### config.mk
export PLATFORM = sky130hd
export DESIGN_NAME = uart_framer
export DESIGN_NICKNAME = d
export VERILOG_FILES = /design/src/rtl/uart_framer_pkg.sv /design/src/rtl/uart_tick_gen.sv /design/src/rtl/uart_tx_ser.sv /design/src/rtl/uart_rx_deser.sv /design/src/rtl/uart_irq_arb.sv /design/src/rtl/uart_framer.sv
export SDC_FILE = /design/constraint.sdc
export NUM_CORES = 1
export LEC_CHECK = 0
export CAP_MARGIN = 20
export CORE_MARGIN = 2
export CORE_UTILIZATION = 51
export DETAILED_ROUTE_END_ITERATION = 8
export PLACE_DENSITY = 0.67
export SYNTH_ARGS = -nofsm -noshare
export SYNTH_HDL_FRONTEND = slang
export SYNTH_HIERARCHICAL = 1
export SYNTH_SLANG_ARGS = --single-unit
### constraint.sdc
create_clock -name clk -period 3.9 [get_ports clk]
set_clock_uncertainty 0.05 [all_clocks]
set_input_delay 0.78 -clock clk [delete_from_list [all_inputs] [get_ports clk]]
set_output_delay 0.78 -clock clk [all_outputs]
set_load 0.02 [all_outputs]
### src/rtl/uart_framer_pkg.sv
package uart_framer_pkg;

    localparam int OSR     = 16;
    localparam int HALF    = OSR / 2;
    localparam int TCNT_W  = $clog2(2 * OSR);
    localparam int RCNT_W  = $clog2(OSR);

    localparam logic [2:0] A_DATA  = 3'd0;
    localparam logic [2:0] A_IEN   = 3'd1;
    localparam logic [2:0] A_IDENT = 3'd2;
    localparam logic [2:0] A_SHAPE = 3'd3;
    localparam logic [2:0] A_CTRL  = 3'd4;
    localparam logic [2:0] A_STAT  = 3'd5;
    localparam logic [2:0] A_DIVL  = 3'd6;
    localparam logic [2:0] A_DIVH  = 3'd7;

    localparam logic [7:0] ID_NONE = 8'h01;
    localparam logic [7:0] ID_LERR = 8'h06;
    localparam logic [7:0] ID_RDA  = 8'h04;
    localparam logic [7:0] ID_THRE = 8'h02;

    typedef enum logic [2:0] {
        FR_IDLE, FR_START, FR_DATA, FR_PAR, FR_STOP
    } frame_st_e;

    typedef struct packed {
        logic       par_fixed;
        logic       par_even;
        logic       par_en;
        logic       stop_long;
        logic [1:0] wlen;
    } line_cfg_t;

    localparam line_cfg_t LINE_RST = '{par_fixed: 1'b0, par_even: 1'b0,
                                       par_en: 1'b0, stop_long: 1'b0, wlen: 2'd3};

    function automatic logic [3:0] word_bits(input logic [1:0] wl);
        return 4'd5 + {2'b00, wl};
    endfunction

    function automatic logic [7:0] word_mask(input logic [1:0] wl);
        return 8'hFF >> (2'd3 - wl);
    endfunction

    function automatic logic par_of(input line_cfg_t c, input logic [7:0] d);
        logic p;
        p = ^(d & word_mask(c.wlen));
        if (c.par_fixed) return c.par_even;
        return c.par_even ? p : ~p;
    endfunction

    function automatic logic [TCNT_W-1:0] stop_last(input line_cfg_t c);
        if (!c.stop_long)       return TCNT_W'(OSR - 1);
        else if (c.wlen == 2'd0) return TCNT_W'(OSR + HALF - 1);
        else                     return TCNT_W'(2 * OSR - 1);
    endfunction

    function automatic logic [7:0] rx_align(input logic [7:0] sh, input logic [1:0] wl);
        return sh >> (2'd3 - wl);
    endfunction

endpackage

### src/rtl/uart_tick_gen.sv
module uart_tick_gen #(
    parameter int DIV_W = 16
) (
    input  logic             clk,
    input  logic             rst,
    input  logic             restart,
    input  logic [DIV_W-1:0] divisor,
    output logic             tick
);
    logic [DIV_W-1:0] cnt;

    always_ff @(posedge clk) begin
        if (rst || restart || divisor == '0) begin
            cnt  <= '0;
            tick <= 1'b0;
        end else if (cnt == divisor - DIV_W'(1)) begin
            cnt  <= '0;
            tick <= 1'b1;
        end else begin
            cnt  <= cnt + DIV_W'(1);
            tick <= 1'b0;
        end
    end
endmodule

### src/rtl/uart_tx_ser.sv
module uart_tx_ser
    import uart_framer_pkg::*;
(
    input  logic      clk,
    input  logic      rst,
    input  logic      tick,
    input  line_cfg_t cfg,
    input  logic      hold_full,
    input  logic [7:0] hold_data,
    output logic      take,
    output logic      txd,
    output logic      idle
);
    frame_st_e          st;
    logic [TCNT_W-1:0]  cnt;
    logic [7:0]         sh;
    logic [2:0]         bitn;
    logic               pbit;
    line_cfg_t          cq;
    logic               bit_end;
    logic               stop_end;

    assign bit_end  = (cnt == TCNT_W'(OSR - 1));
    assign stop_end = (cnt == stop_last(cq));
    assign take     = tick && hold_full && (st == FR_IDLE || (st == FR_STOP && stop_end));
    assign idle     = (st == FR_IDLE);

    always_ff @(posedge clk) begin
        if (rst) begin
            st   <= FR_IDLE;
            cnt  <= '0;
            sh   <= '0;
            bitn <= '0;
            pbit <= 1'b0;
            cq   <= LINE_RST;
            txd  <= 1'b1;
        end else if (take) begin
            st   <= FR_START;
            cnt  <= '0;
            sh   <= hold_data;
            bitn <= '0;
            pbit <= par_of(cfg, hold_data);
            cq   <= cfg;
            txd  <= 1'b0;
        end else if (tick) begin
            case (st)
                FR_IDLE: ;
                FR_START: begin
                    if (bit_end) begin
                        cnt <= '0;
                        st  <= FR_DATA;
                        txd <= sh[0];
                    end else cnt <= cnt + TCNT_W'(1);
                end
                FR_DATA: begin
                    if (bit_end) begin
                        cnt <= '0;
                        if ({1'b0, bitn} == word_bits(cq.wlen) - 4'd1) begin
                            if (cq.par_en) begin
                                st  <= FR_PAR;
                                txd <= pbit;
                            end else begin
                                st  <= FR_STOP;
                                txd <= 1'b1;
                            end
                        end else begin
                            bitn <= bitn + 3'd1;
                            sh   <= {1'b0, sh[7:1]};
                            txd  <= sh[1];
                        end
                    end else cnt <= cnt + TCNT_W'(1);
                end
                FR_PAR: begin
                    if (bit_end) begin
                        cnt <= '0;
                        st  <= FR_STOP;
                        txd <= 1'b1;
                    end else cnt <= cnt + TCNT_W'(1);
                end
                FR_STOP: begin
                    if (stop_end) begin
                        cnt <= '0;
                        st  <= FR_IDLE;
                    end else cnt <= cnt + TCNT_W'(1);
                end
                default: st <= FR_IDLE;
            endcase
        end
    end
endmodule

### src/rtl/uart_rx_deser.sv
module uart_rx_deser
    import uart_framer_pkg::*;
(
    input  logic       clk,
    input  logic       rst,
    input  logic       tick,
    input  line_cfg_t  cfg,
    input  logic       rxd_async,
    output logic       done,
    output logic [7:0] data,
    output logic       perr,
    output logic       ferr
);
    logic [1:0]        sync;
    logic              rx;
    frame_st_e         st;
    logic [RCNT_W-1:0] cnt;
    logic [7:0]        sh;
    logic [2:0]        bitn;
    logic              prx;
    line_cfg_t         cq;
    logic              bit_end;
    logic [7:0]        aligned;

    assign rx      = sync[1];
    assign bit_end = (cnt == RCNT_W'(OSR - 1));
    assign aligned = rx_align(sh, cq.wlen);

    always_ff @(posedge clk) begin
        if (rst) sync <= 2'b11;
        else     sync <= {sync[0], rxd_async};
    end

    always_ff @(posedge clk) begin
        if (rst) begin
            st   <= FR_IDLE;
            cnt  <= '0;
            sh   <= '0;
            bitn <= '0;
            prx  <= 1'b0;
            cq   <= LINE_RST;
            done <= 1'b0;
            data <= '0;
            perr <= 1'b0;
            ferr <= 1'b0;
        end else begin
            done <= 1'b0;
            if (tick) begin
                case (st)
                    FR_IDLE: begin
                        if (!rx) begin
                            st  <= FR_START;
                            cnt <= '0;
                            cq  <= cfg;
                        end
                    end
                    FR_START: begin
                        if (cnt == RCNT_W'(HALF - 1)) begin
                            cnt  <= '0;
                            bitn <= '0;
                            st   <= rx ? FR_IDLE : FR_DATA;
                        end else cnt <= cnt + RCNT_W'(1);
                    end
                    FR_DATA: begin
                        if (bit_end) begin
                            cnt <= '0;
                            sh  <= {rx, sh[7:1]};
                            if ({1'b0, bitn} == word_bits(cq.wlen) - 4'd1)
                                st <= cq.par_en ? FR_PAR : FR_STOP;
                            else
                                bitn <= bitn + 3'd1;
                        end else cnt <= cnt + RCNT_W'(1);
                    end
                    FR_PAR: begin
                        if (bit_end) begin
                            cnt <= '0;
                            prx <= rx;
                            st  <= FR_STOP;
                        end else cnt <= cnt + RCNT_W'(1);
                    end
                    FR_STOP: begin
                        if (bit_end) begin
                            cnt  <= '0;
                            st   <= FR_IDLE;
                            done <= 1'b1;
                            data <= aligned;
                            perr <= cq.par_en && (prx != par_of(cq, aligned));
                            ferr <= !rx;
                        end else cnt <= cnt + RCNT_W'(1);
                    end
                    default: st <= FR_IDLE;
                endcase
            end
        end
    end
endmodule

### src/rtl/uart_irq_arb.sv
module uart_irq_arb
    import uart_framer_pkg::*;
(
    input  logic [2:0] ien,
    input  logic       dr,
    input  logic       line_err,
    input  logic       thre_pend,
    input  logic       gate,
    output logic [7:0] ident,
    output logic       irq,
    output logic       thre_sel
);
    logic src_ls, src_rda, src_th;

    assign src_ls  = ien[2] & line_err;
    assign src_rda = ien[0] & dr;
    assign src_th  = ien[1] & thre_pend;

    always_comb begin
        if (src_ls)       ident = ID_LERR;
        else if (src_rda) ident = ID_RDA;
        else if (src_th)  ident = ID_THRE;
        else              ident = ID_NONE;
    end

    assign thre_sel = src_th & ~src_ls & ~src_rda;
    assign irq      = gate & (src_ls | src_rda | src_th);
endmodule

### src/rtl/uart_framer.sv
module uart_framer
    import uart_framer_pkg::*;
#(
    parameter int DIV_W = 16
) (
    input  logic       clk,
    input  logic       rst,
    input  logic       wr_en,
    input  logic       rd_en,
    input  logic [2:0] addr,
    input  logic [7:0] wdata,
    output logic [7:0] rdata,
    input  logic       rxd,
    output logic       txd,
    output logic       irq
);
    localparam int DIV_HI = DIV_W - 8;

    logic [DIV_W-1:0] divisor;
    logic [5:0]       shape_q;
    logic [2:0]       ien_q;
    logic             out2_q;
    logic [7:0]       hold_q;
    logic             hold_full;
    logic [7:0]       rbuf_q;
    logic             dr_q, pe_q, fe_q, thre_pend;

    logic             tick, restart, take, tx_idle, thre_sel;
    logic             rx_done, rx_perr, rx_ferr;
    logic [7:0]       rx_data, ident, status;
    line_cfg_t        cfg;

    logic wr_data, rd_data, rd_stat, rd_ident;

    assign cfg      = line_cfg_t'(shape_q);
    assign restart  = wr_en && (addr == A_DIVL || addr == A_DIVH);
    assign wr_data  = wr_en && addr == A_DATA;
    assign rd_data  = rd_en && addr == A_DATA;
    assign rd_stat  = rd_en && addr == A_STAT;
    assign rd_ident = rd_en && addr == A_IDENT;
    assign status   = {1'b0, tx_idle & ~hold_full, ~hold_full, 1'b0, fe_q, pe_q, 1'b0, dr_q};

    uart_tick_gen #(.DIV_W(DIV_W)) u_tick (
        .clk(clk), .rst(rst), .restart(restart), .divisor(divisor), .tick(tick)
    );

    uart_tx_ser u_tx (
        .clk(clk), .rst(rst), .tick(tick), .cfg(cfg), .hold_full(hold_full),
        .hold_data(hold_q), .take(take), .txd(txd), .idle(tx_idle)
    );

    uart_rx_deser u_rx (
        .clk(clk), .rst(rst), .tick(tick), .cfg(cfg), .rxd_async(rxd),
        .done(rx_done), .data(rx_data), .perr(rx_perr), .ferr(rx_ferr)
    );

    uart_irq_arb u_irq (
        .ien(ien_q), .dr(dr_q), .line_err(pe_q | fe_q), .thre_pend(thre_pend),
        .gate(out2_q), .ident(ident), .irq(irq), .thre_sel(thre_sel)
    );

    always_ff @(posedge clk) begin
        if (rst) begin
            divisor <= '0;
            shape_q <= LINE_RST;
            ien_q   <= '0;
            out2_q  <= 1'b0;
        end else if (wr_en) begin
            case (addr)
                A_IEN:   ien_q   <= wdata[2:0];
                A_SHAPE: shape_q <= wdata[5:0];
                A_CTRL:  out2_q  <= wdata[0];
                A_DIVL:  divisor[7:0] <= wdata;
                A_DIVH:  divisor[DIV_W-1:8] <= wdata[DIV_HI-1:0];
                default: ;
            endcase
        end
    end

    always_ff @(posedge clk) begin
        if (rst) begin
            hold_q    <= '0;
            hold_full <= 1'b0;
            thre_pend <= 1'b0;
        end else begin
            if (take) begin
                hold_full <= 1'b0;
                thre_pend <= 1'b1;
            end
            if (wr_data) begin
                hold_q    <= wdata;
                hold_full <= 1'b1;
                thre_pend <= 1'b0;
            end
            if (rd_ident && thre_sel) thre_pend <= 1'b0;
        end
    end

    always_ff @(posedge clk) begin
        if (rst) begin
            rbuf_q <= '0;
            dr_q   <= 1'b0;
            pe_q   <= 1'b0;
            fe_q   <= 1'b0;
        end else begin
            if (rd_data) dr_q <= 1'b0;
            if (rd_stat) begin
                pe_q <= 1'b0;
                fe_q <= 1'b0;
            end
            if (rx_done) begin
                rbuf_q <= rx_data;
                dr_q   <= 1'b1;
                if (rx_perr) pe_q <= 1'b1;
                if (rx_ferr) fe_q <= 1'b1;
            end
        end
    end

    always_comb begin
        case (addr)
            A_DATA:  rdata = rbuf_q;
            A_IEN:   rdata = {5'b0, ien_q};
            A_IDENT: rdata = ident;
            A_SHAPE: rdata = {2'b0, shape_q};
            A_CTRL:  rdata = {7'b0, out2_q};
            A_STAT:  rdata = status;
            A_DIVL:  rdata = divisor[7:0];
            default: rdata = 8'(divisor[DIV_W-1:8]);
        endcase
    end
endmodule

==> results of run 1 <==
==> metal layers <==
| layer | vias to the layer above | global-route usage |
|---|---|---|
| met5 | - | 0 |
| met4 | 0 | 0.0858 |
| met3 | 38 | 0.0517 |
| met2 | 162 | 0.359 |
| met1 | 2786 | 0.311 |
| li1 | 2933 | - |
==> metrics by stage <==
stage,util,instance area (µm²),setup WS (ps),instances
4_1_cts,0.588,7820,274,1031
6_report,0.588,7820,253,1031
5_1_grt,0.588,7820,90.8,1031
3_5_place_dp,0.545,7250,287,999
2_1_floorplan,-,6980,1260,841
3_3_place_gp,0.545,7250,307,999
==> placed cells by master, fill, tap and decap left out, types with 6 or more instances in the layout <==
cell type / n
sky130_fd_sc_hd__dfxtp_1: 126
sky130_fd_sc_hd__nand2_1: 119
sky130_fd_sc_hd__nor2_1: 87
sky130_fd_sc_hd__a21oi_1: 67
sky130_fd_sc_hd__mux2i_1: 41
sky130_fd_sc_hd__xnor2_1: 38
sky130_fd_sc_hd__inv_1: 28
sky130_fd_sc_hd__nand3_1: 26
sky130_fd_sc_hd__o21ai_0: 25
sky130_fd_sc_hd__clkdlybuf4s50_1: 24
sky130_fd_sc_hd__nor3_1: 20
sky130_fd_sc_hd__xor2_1: 18
sky130_fd_sc_hd__clkbuf_16: 17
sky130_fd_sc_hd__nand2b_1: 11
sky130_fd_sc_hd__mux2_2: 11
sky130_fd_sc_hd__a22oi_1: 11
sky130_fd_sc_hd__nor2b_1: 9
sky130_fd_sc_hd__nand3b_1: 9
sky130_fd_sc_hd__buf_4: 8
sky130_fd_sc_hd__and3_1: 8
sky130_fd_sc_hd__ha_1: 8
sky130_fd_sc_hd__or3_1: 7
sky130_fd_sc_hd__a311oi_1: 7
sky130_fd_sc_hd__a211o_1: 6
sky130_fd_sc_hd__nor3b_1: 6
==> layout make-up <==
cell class	instances	area, µm²	area share
well taps	176	220	0.0282
repair buffers	34	340	0.0435
flip-flops and latches	126	2520	0.323
multi-input cells	633	4050	0.518
clock buffers	18	429	0.0549
inverters	30	113	0.0144
clock inverters	14	144	0.0184
==> where the power goes <==
part / internal (µW) / switching [µW] / leakage, µW
Sequential: 1300 / 19.5 / 0.00102
Combinational: 84.5 / 110 / 0.00165
Clock: 938 / 599 / 0.000280
==> worst register-to-register path: cells and delay by family, from the launching register on <==
kind / cells / cell delay, ps
AO/OA/AOI/OAI: 1 / 180
XOR/XNOR: 1 / 200
adder cells (fa/ha/maj): 1 / 200
buffers and inverters: 2 / 360
flip-flops: 1 / 410
AND/OR/NAND/NOR: 4 / 1200
==> flip-flops by register name, summed over array words and instances (netlist names), 4 cells and up <==
register,cells
u_rx/cnt,4
u_tick/cnt,16
u_rx/cq,5
cfg,6
u_tx/cq,4
hold_q,8
divisor,16
u_rx/data,8
u_rx/sh,8
u_tx/cnt,5
rbuf_q,8
u_tx/sh,8
==> final timing paths <==
kind,cells after the start,slack (ps),endpoint
worst max-delay path,6,250,rdata[2]
worst min-delay path,1,380,u_rx/sync[1]$_SDFF_PP1_
worst max register to register,9,1260,u_tick/tick$_SDFF_PP0_
worst min register to register,1,380,u_rx/sync[1]$_SDFF_PP1_
==> cells by family after synthesis <==
group           Yosys count  synth area share
fa+ha+maj                 8            0.0144
flops                   126             0.362
other cells               1          0.000538
simple gates            347             0.257
mux                      54            0.0831
compound gates          162             0.150
xor+xnor                 57            0.0736
buf+inv                  82            0.0589
==> implementation parameters, run 1 <==
Parameter                              Value

Routing
  Detailed Route WL    16,400 µm
  Amount of wire on met2 after detailed routing    7480 µm
  Met1 wire length    7710 µm
  Top layer used by detailed routing    met4
  Total via count in the routed design    5,919
  Routed length per instance    15.9 µm
  Number of antenna-violating nets in the routed design    0
  # DRC    0
  Total met3 wirelength after detailed routing    898 µm
  Number of vias per cell after detailed routing    5.74
  Number of design-rule violations left by the first detailed-router iteration    430
  Number of search-and-repair iterations in the first detailed-routing pass    5

Place
  Post-detail-place hpwl    11,700 µm
  Port buffer count    25
  Gpl congestion    0.858

STA
  Pins Over Slew Limit    0
  Final hold violations    0
  Setup violators final    0
  Final setup TNS    0 ps
  Relative slew slack    0.396
  Maximum operating frequency    0.274 GHz
  Measured slew at the worst slew-check pin    905 ps
  Fin Hold WS    376 ps
  Min cycle time layout    3650 ps
  Setup repair after global routing missed its margin    no
  Portion of the clock cycle consumed by the worst path in the final layout    0.935

Status
  Outcome    finished, final reports clean

Floorplanning
  Die width    121 µm
  Placement row count    42
  Top-Level Pins    26
  Total Die Area    14,600 µm²
  Area of the placeable core    13,300 µm²
  Die Span Y    121 µm
  Effective utilization at floorplan    0.524

Yosys
  Combined area of all synthesized cells    6970 µm²
  Synthesized area per cell    8.33 µm²
  Post-synthesis register bit count    126
  Sequential share of the synthesized area    0.362
  Post-synth top area share    0.362
  Number of enable flip-flop cells after synthesis    0
  Prevailing post-synth register cell    sky130_fd_sc_hd__dfxtp_1
  Synthesized instance count    837
  Synth cell count leaders    sky130_fd_sc_hd__dfxtp_1 (126), sky130_fd_sc_hd__nand2_1 (119), sky130_fd_sc_hd__nor2_1 (87)
  Most instantiated library cell after synthesis    sky130_fd_sc_hd__dfxtp_1
  Biggest area consumer among synthesized cells    sky130_fd_sc_hd__dfxtp_1
  Post-synth ARST share    0
  Largest cells by area after synthesis    sky130_fd_sc_hd__dfxtp_1 (36%), sky130_fd_sc_hd__nand2_1 (6.4%), sky130_fd_sc_hd__mux2i_1 (5.9%), sky130_fd_sc_hd__a21oi_1 (4.8%), sky130_fd_sc_hd__xnor2_1 (4.8%)
  Synth warnings    6
  Distinct cell type count after synthesis    81

Global route
  Antenna violations before repair    0
  Number of global-route vias before repair    5,385
  Largest net degree at the start of global routing    59
  GRT Residual Overflow    0
  All-layer global routing usage    0.230
  First-pass GRT wire length    26,700 µm

Run
  Maximum capacitance violations    0

Layout
  # diodes    0
  Filler cells    1,176
  Area Overhead vs Synth    12.2%
  Number of nets in the final layout    866
  Share of post-route cells with drive strength above 1    0.0947

Clocking
  Clock latency of the later-clocked register in the worst-skew pair    420 ps
  Register clock-pin slew on the reported worst setup and hold paths    50 ps
  Htree depth    4
  Worst-case clock buffer depth    2
  Number of clock buffers inserted by TritonCTS    17
  TritonCTS clock tree    built
  Post-CTS setup buffer count    0
  Gates resized, CTS repair    0
  Clk Tree Root Cell    sky130_fd_sc_hd__clkbuf_16
  Post-CTS Hold Fix Bufs    0
  Clock Sinks    126

Pwr
  Maximum VDD drop    0.000325 V
  Leakage    0.00295 µW
  Total power    3050 µW
  Cell Pwr Density    390 nW/µm²

Setup path
  Arrival time at the worst endpoint    2820 ps
  Source of the critical timing path    addr[1]
  Critical path buffer and inverter count    3
  Slowest cell delay on critical path    570 ps
  CP max-delay cell    sky130_fd_sc_hd__clkdlybuf4s50_1
  Crit-path max FO    31
  Required time of the critical path    3070 ps
  Category of the most critical setup path    in2out
  Endpoint class of the critical path    primary output
  Most frequent cell on the critical path    sky130_fd_sc_hd__clkdlybuf4s50_1
  R2R Path Start    divisor[0]$_SDFFE_PP0P_
  Worst path top cell family by delay    buffers and inverters
  Critical Path Start Type    primary input
  CP cell instances    clkdlybuf4s50_1 > buf_12 > mux2_2 > a221oi_1 > o21ai_0 > clkdlybuf4s50_1

Hold path
  Type of the worst min-delay path    reg2reg
  Hold path startpoint    u_rx/sync[0]$_SDFF_PP1_
Note: power is estimated with default switching activity, not from simulation.
==> run 2: changes to the inputs <==
==> constraint.sdc (replaced) <==
create_clock -name clk -period 3.9 [get_ports clk]
set_clock_uncertainty 0.05 [all_clocks]
set_input_delay 0.39 -clock clk [delete_from_list [all_inputs] [get_ports clk]]
set_output_delay 0.39 -clock clk [all_outputs]
set_load 0.02 [all_outputs]
==> run 2 against run 1 <==
Net effect:
- clock power is essentially flat
- count of clock-buffer cells in the layout grew 4
- sequential power is essentially flat
- global-route usage grew 0.10 points
- die area is the same
- via count shrank 0.12%
- power grew 1.2%
- fmax grew 13%
- critical endpoint unchanged
- highest routed layer unchanged
==> implementation parameters, run 2 (synthesis gave the netlist of run 1 again) <==
Parameter                              Value

Place
  Post-detail-place hpwl    11,500 µm (-1.9%)
  Gpl congestion    0.862 (+0.54%)
  Port buffer count    25 (unchanged)
  Worst slack after detailed placement    678 ps (+392 ps)

Floorplanning
  Total Die Area    14,600 µm² (unchanged)
  Die width    121 µm (unchanged)
  Placement row count    42 (unchanged)
  Die Span Y    121 µm (unchanged)
  Effective utilization at floorplan    0.524 (unchanged)
  Area of the placeable core    13,300 µm² (unchanged)
  Top-Level Pins    26 (unchanged)

STA
  Final hold violations    0 (unchanged)
  Final setup TNS    0 ps (unchanged)
  Min cycle time layout    3220 ps (-423 ps)
  Setup violators final    0 (unchanged)
  Maximum operating frequency    0.310 GHz (+13%)
  Pins Over Slew Limit    0 (unchanged)
  Relative slew slack    0.376 (-0.0200)
  Final WS setup    676 ps (+423 ps)
  Measured slew at the worst slew-check pin    935 ps (+30.0 ps)
  Setup repair after global routing missed its margin    no
  Portion of the clock cycle consumed by the worst path in the final layout    0.827 (-0.108)

Clocking
  Worst-case clock buffer depth    2 (unchanged)
  Gates resized, CTS repair    0 (unchanged)
  Post-CTS setup buffer count    0 (unchanged)
  Clock Sinks    126 (unchanged)
  Number of clock buffers inserted by TritonCTS    17 (unchanged)
  Register clock-pin slew on the reported worst setup and hold paths    60 ps (about the same)
  Htree depth    4 (unchanged)
  Clock latency of the later-clocked register in the worst-skew pair    420 ps (about the same)
  TritonCTS clock tree    built
  Clk Tree Root Cell    sky130_fd_sc_hd__clkbuf_16
  Post-CTS Hold Fix Bufs    0 (unchanged)

Layout
  Area Overhead vs Synth    12.0%
  Filler cells    1,183 (+0.60%)
  Largest registers ranked by flip-flop count    divisor (16), u_tick/cnt (16)
  Number of nets in the final layout    865 (-0.12%)
  Leading cell types in the layout, fill and taps excluded    sky130_fd_sc_hd__dfxtp_1 (126), sky130_fd_sc_hd__nand2_1 (119), sky130_fd_sc_hd__nor2_1 (87), sky130_fd_sc_hd__a21oi_1 (67), sky130_fd_sc_hd__mux2i_1 (41)
  # diodes    0 (unchanged)
  Share of post-route cells with drive strength above 1    0.0926 (-0.00212)
  Most common library cell in the layout ignoring fill and taps    sky130_fd_sc_hd__dfxtp_1

Setup path
  R2R Path Start    divisor[0]$_SDFFE_PP0P_
  Arrival time at the worst endpoint    2780 ps (-40 ps)
  Source of the critical timing path    addr[1]
  Required time of the critical path    3460 ps (+390 ps)
  Endpoint class of the critical path    primary output
  Crit-path max FO    23 (-26%)
  Worst setup slack for register-to-register paths    980 ps (-280 ps)
  Number of cells on the worst reg-to-reg path    9 (unchanged)
  Reg-to-Reg End    u_tick/tick$_SDFF_PP0_
  Category of the most critical setup path    in2out
  Termination of the worst setup path    rdata[2]
  Critical Path Start Type    primary input

Hold path
  Type of the worst min-delay path    reg2reg

Pwr
  Maximum VDD drop    0.000279 V (-14%)
  Leakage    0.00294 µW (-0.33%)
  Total power    3080 µW (+1.2%)
  Cell Pwr Density    395 nW/µm² (+1.3%)

Global route
  All-layer global routing usage    0.231 (+0.00102)
  First-pass GRT wire length    27,000 µm (+1.2%)
  Antenna violations before repair    0 (unchanged)
  GRT Residual Overflow    0 (unchanged)
  Largest net degree at the start of global routing    67 (+14%)
  Number of global-route vias before repair    5,458 (+1.4%)

Routing
  Number of design-rule violations left by the first detailed-router iteration    482 (+12%)
  Detailed Route WL    16,500 µm (+0.15%)
  Total via count in the routed design    5,912 (-0.12%)
  # DRC    0 (unchanged)
  Number of antenna-violating nets in the routed design    0 (unchanged)
  Routed length per instance    16.0 µm (+0.35%)
  Number of vias per cell after detailed routing    5.75 (about the same)
  Number of search-and-repair iterations in the first detailed-routing pass    5 (unchanged)

Run
  Maximum capacitance violations    0 (unchanged)

Status
  Outcome    finished, final reports clean
==> run 2: worst min path at each step <==
stage / from / endpoint / slack (ps) / depth (start not counted)
global placement: u_rx/sync[0]$_SDFF_PP1_ / u_rx/sync[1]$_SDFF_PP1_ / 350 / 1
finish: u_rx/sync[0]$_SDFF_PP1_ / u_rx/sync[1]$_SDFF_PP1_ / 360 / 1
floorplan: u_rx/sync[0]$_SDFF_PP1_ / u_rx/sync[1]$_SDFF_PP1_ / 340 / 1
detailed placement: u_rx/sync[0]$_SDFF_PP1_ / u_rx/sync[1]$_SDFF_PP1_ / 350 / 1
global route: u_rx/sync[0]$_SDFF_PP1_ / u_rx/sync[1]$_SDFF_PP1_ / 380 / 1
CTS: u_rx/sync[0]$_SDFF_PP1_ / u_rx/sync[1]$_SDFF_PP1_ / 360 / 1
==> run 2: stage by stage <==
| step | hold WS [ps] | instance area, µm² | utilization | std cells |
|---|---|---|---|---|
| floorplan | 339 | 6980 | - | 841 |
| global placement | 346 | 7210 | 0.543 | 998 |
| detailed placement | 348 | 7210 | 0.543 | 998 |
| CTS | 361 | 7810 | 0.587 | 1029 |
| global route | 382 | 7810 | 0.587 | 1029 |
| finish | 362 | 7810 | 0.587 | 1029 |
==> run 2: area by class of cell <==
class,count,area [µm²],share of cell area
clock buffer,22,484,0.0620
inverter,30,113,0.0144
clock inverter,9,110,0.0141
multi-input combinational,633,4050,0.519
sequential,126,2520,0.323
tap,176,220,0.0282
timing repair buffer,33,308,0.0394
==> run 2: metal layers <==
metal | vias up | global-route usage | wire [µm]
met3 | 24 | 0.0475 | 751
met5 | - | 0 | 0
met1 | 2796 | 0.315 | 7850
met2 | 163 | 0.363 | 7580
li1 | 2929 | - | -
met4 | 0 | 0.0821 | 289
==> run 2: report_power, final <==
| part | internal, µW | switching (µW) |
|---|---|---|
| logic | 81.5 | 112 |
| registers | 1300 | 18.4 |
| clock network | 1000 | 571 |
| total | 2380 | 701 |
==> run 2: critical path, stage by stage <==
cell	delay [ps]
sky130_fd_sc_hd__clkdlybuf4s50_1	1020
sky130_fd_sc_hd__mux2_2	420
sky130_fd_sc_hd__a221oi_1	230
sky130_fd_sc_hd__o21ai_0	140
sky130_fd_sc_hd__clkdlybuf4s50_1	570
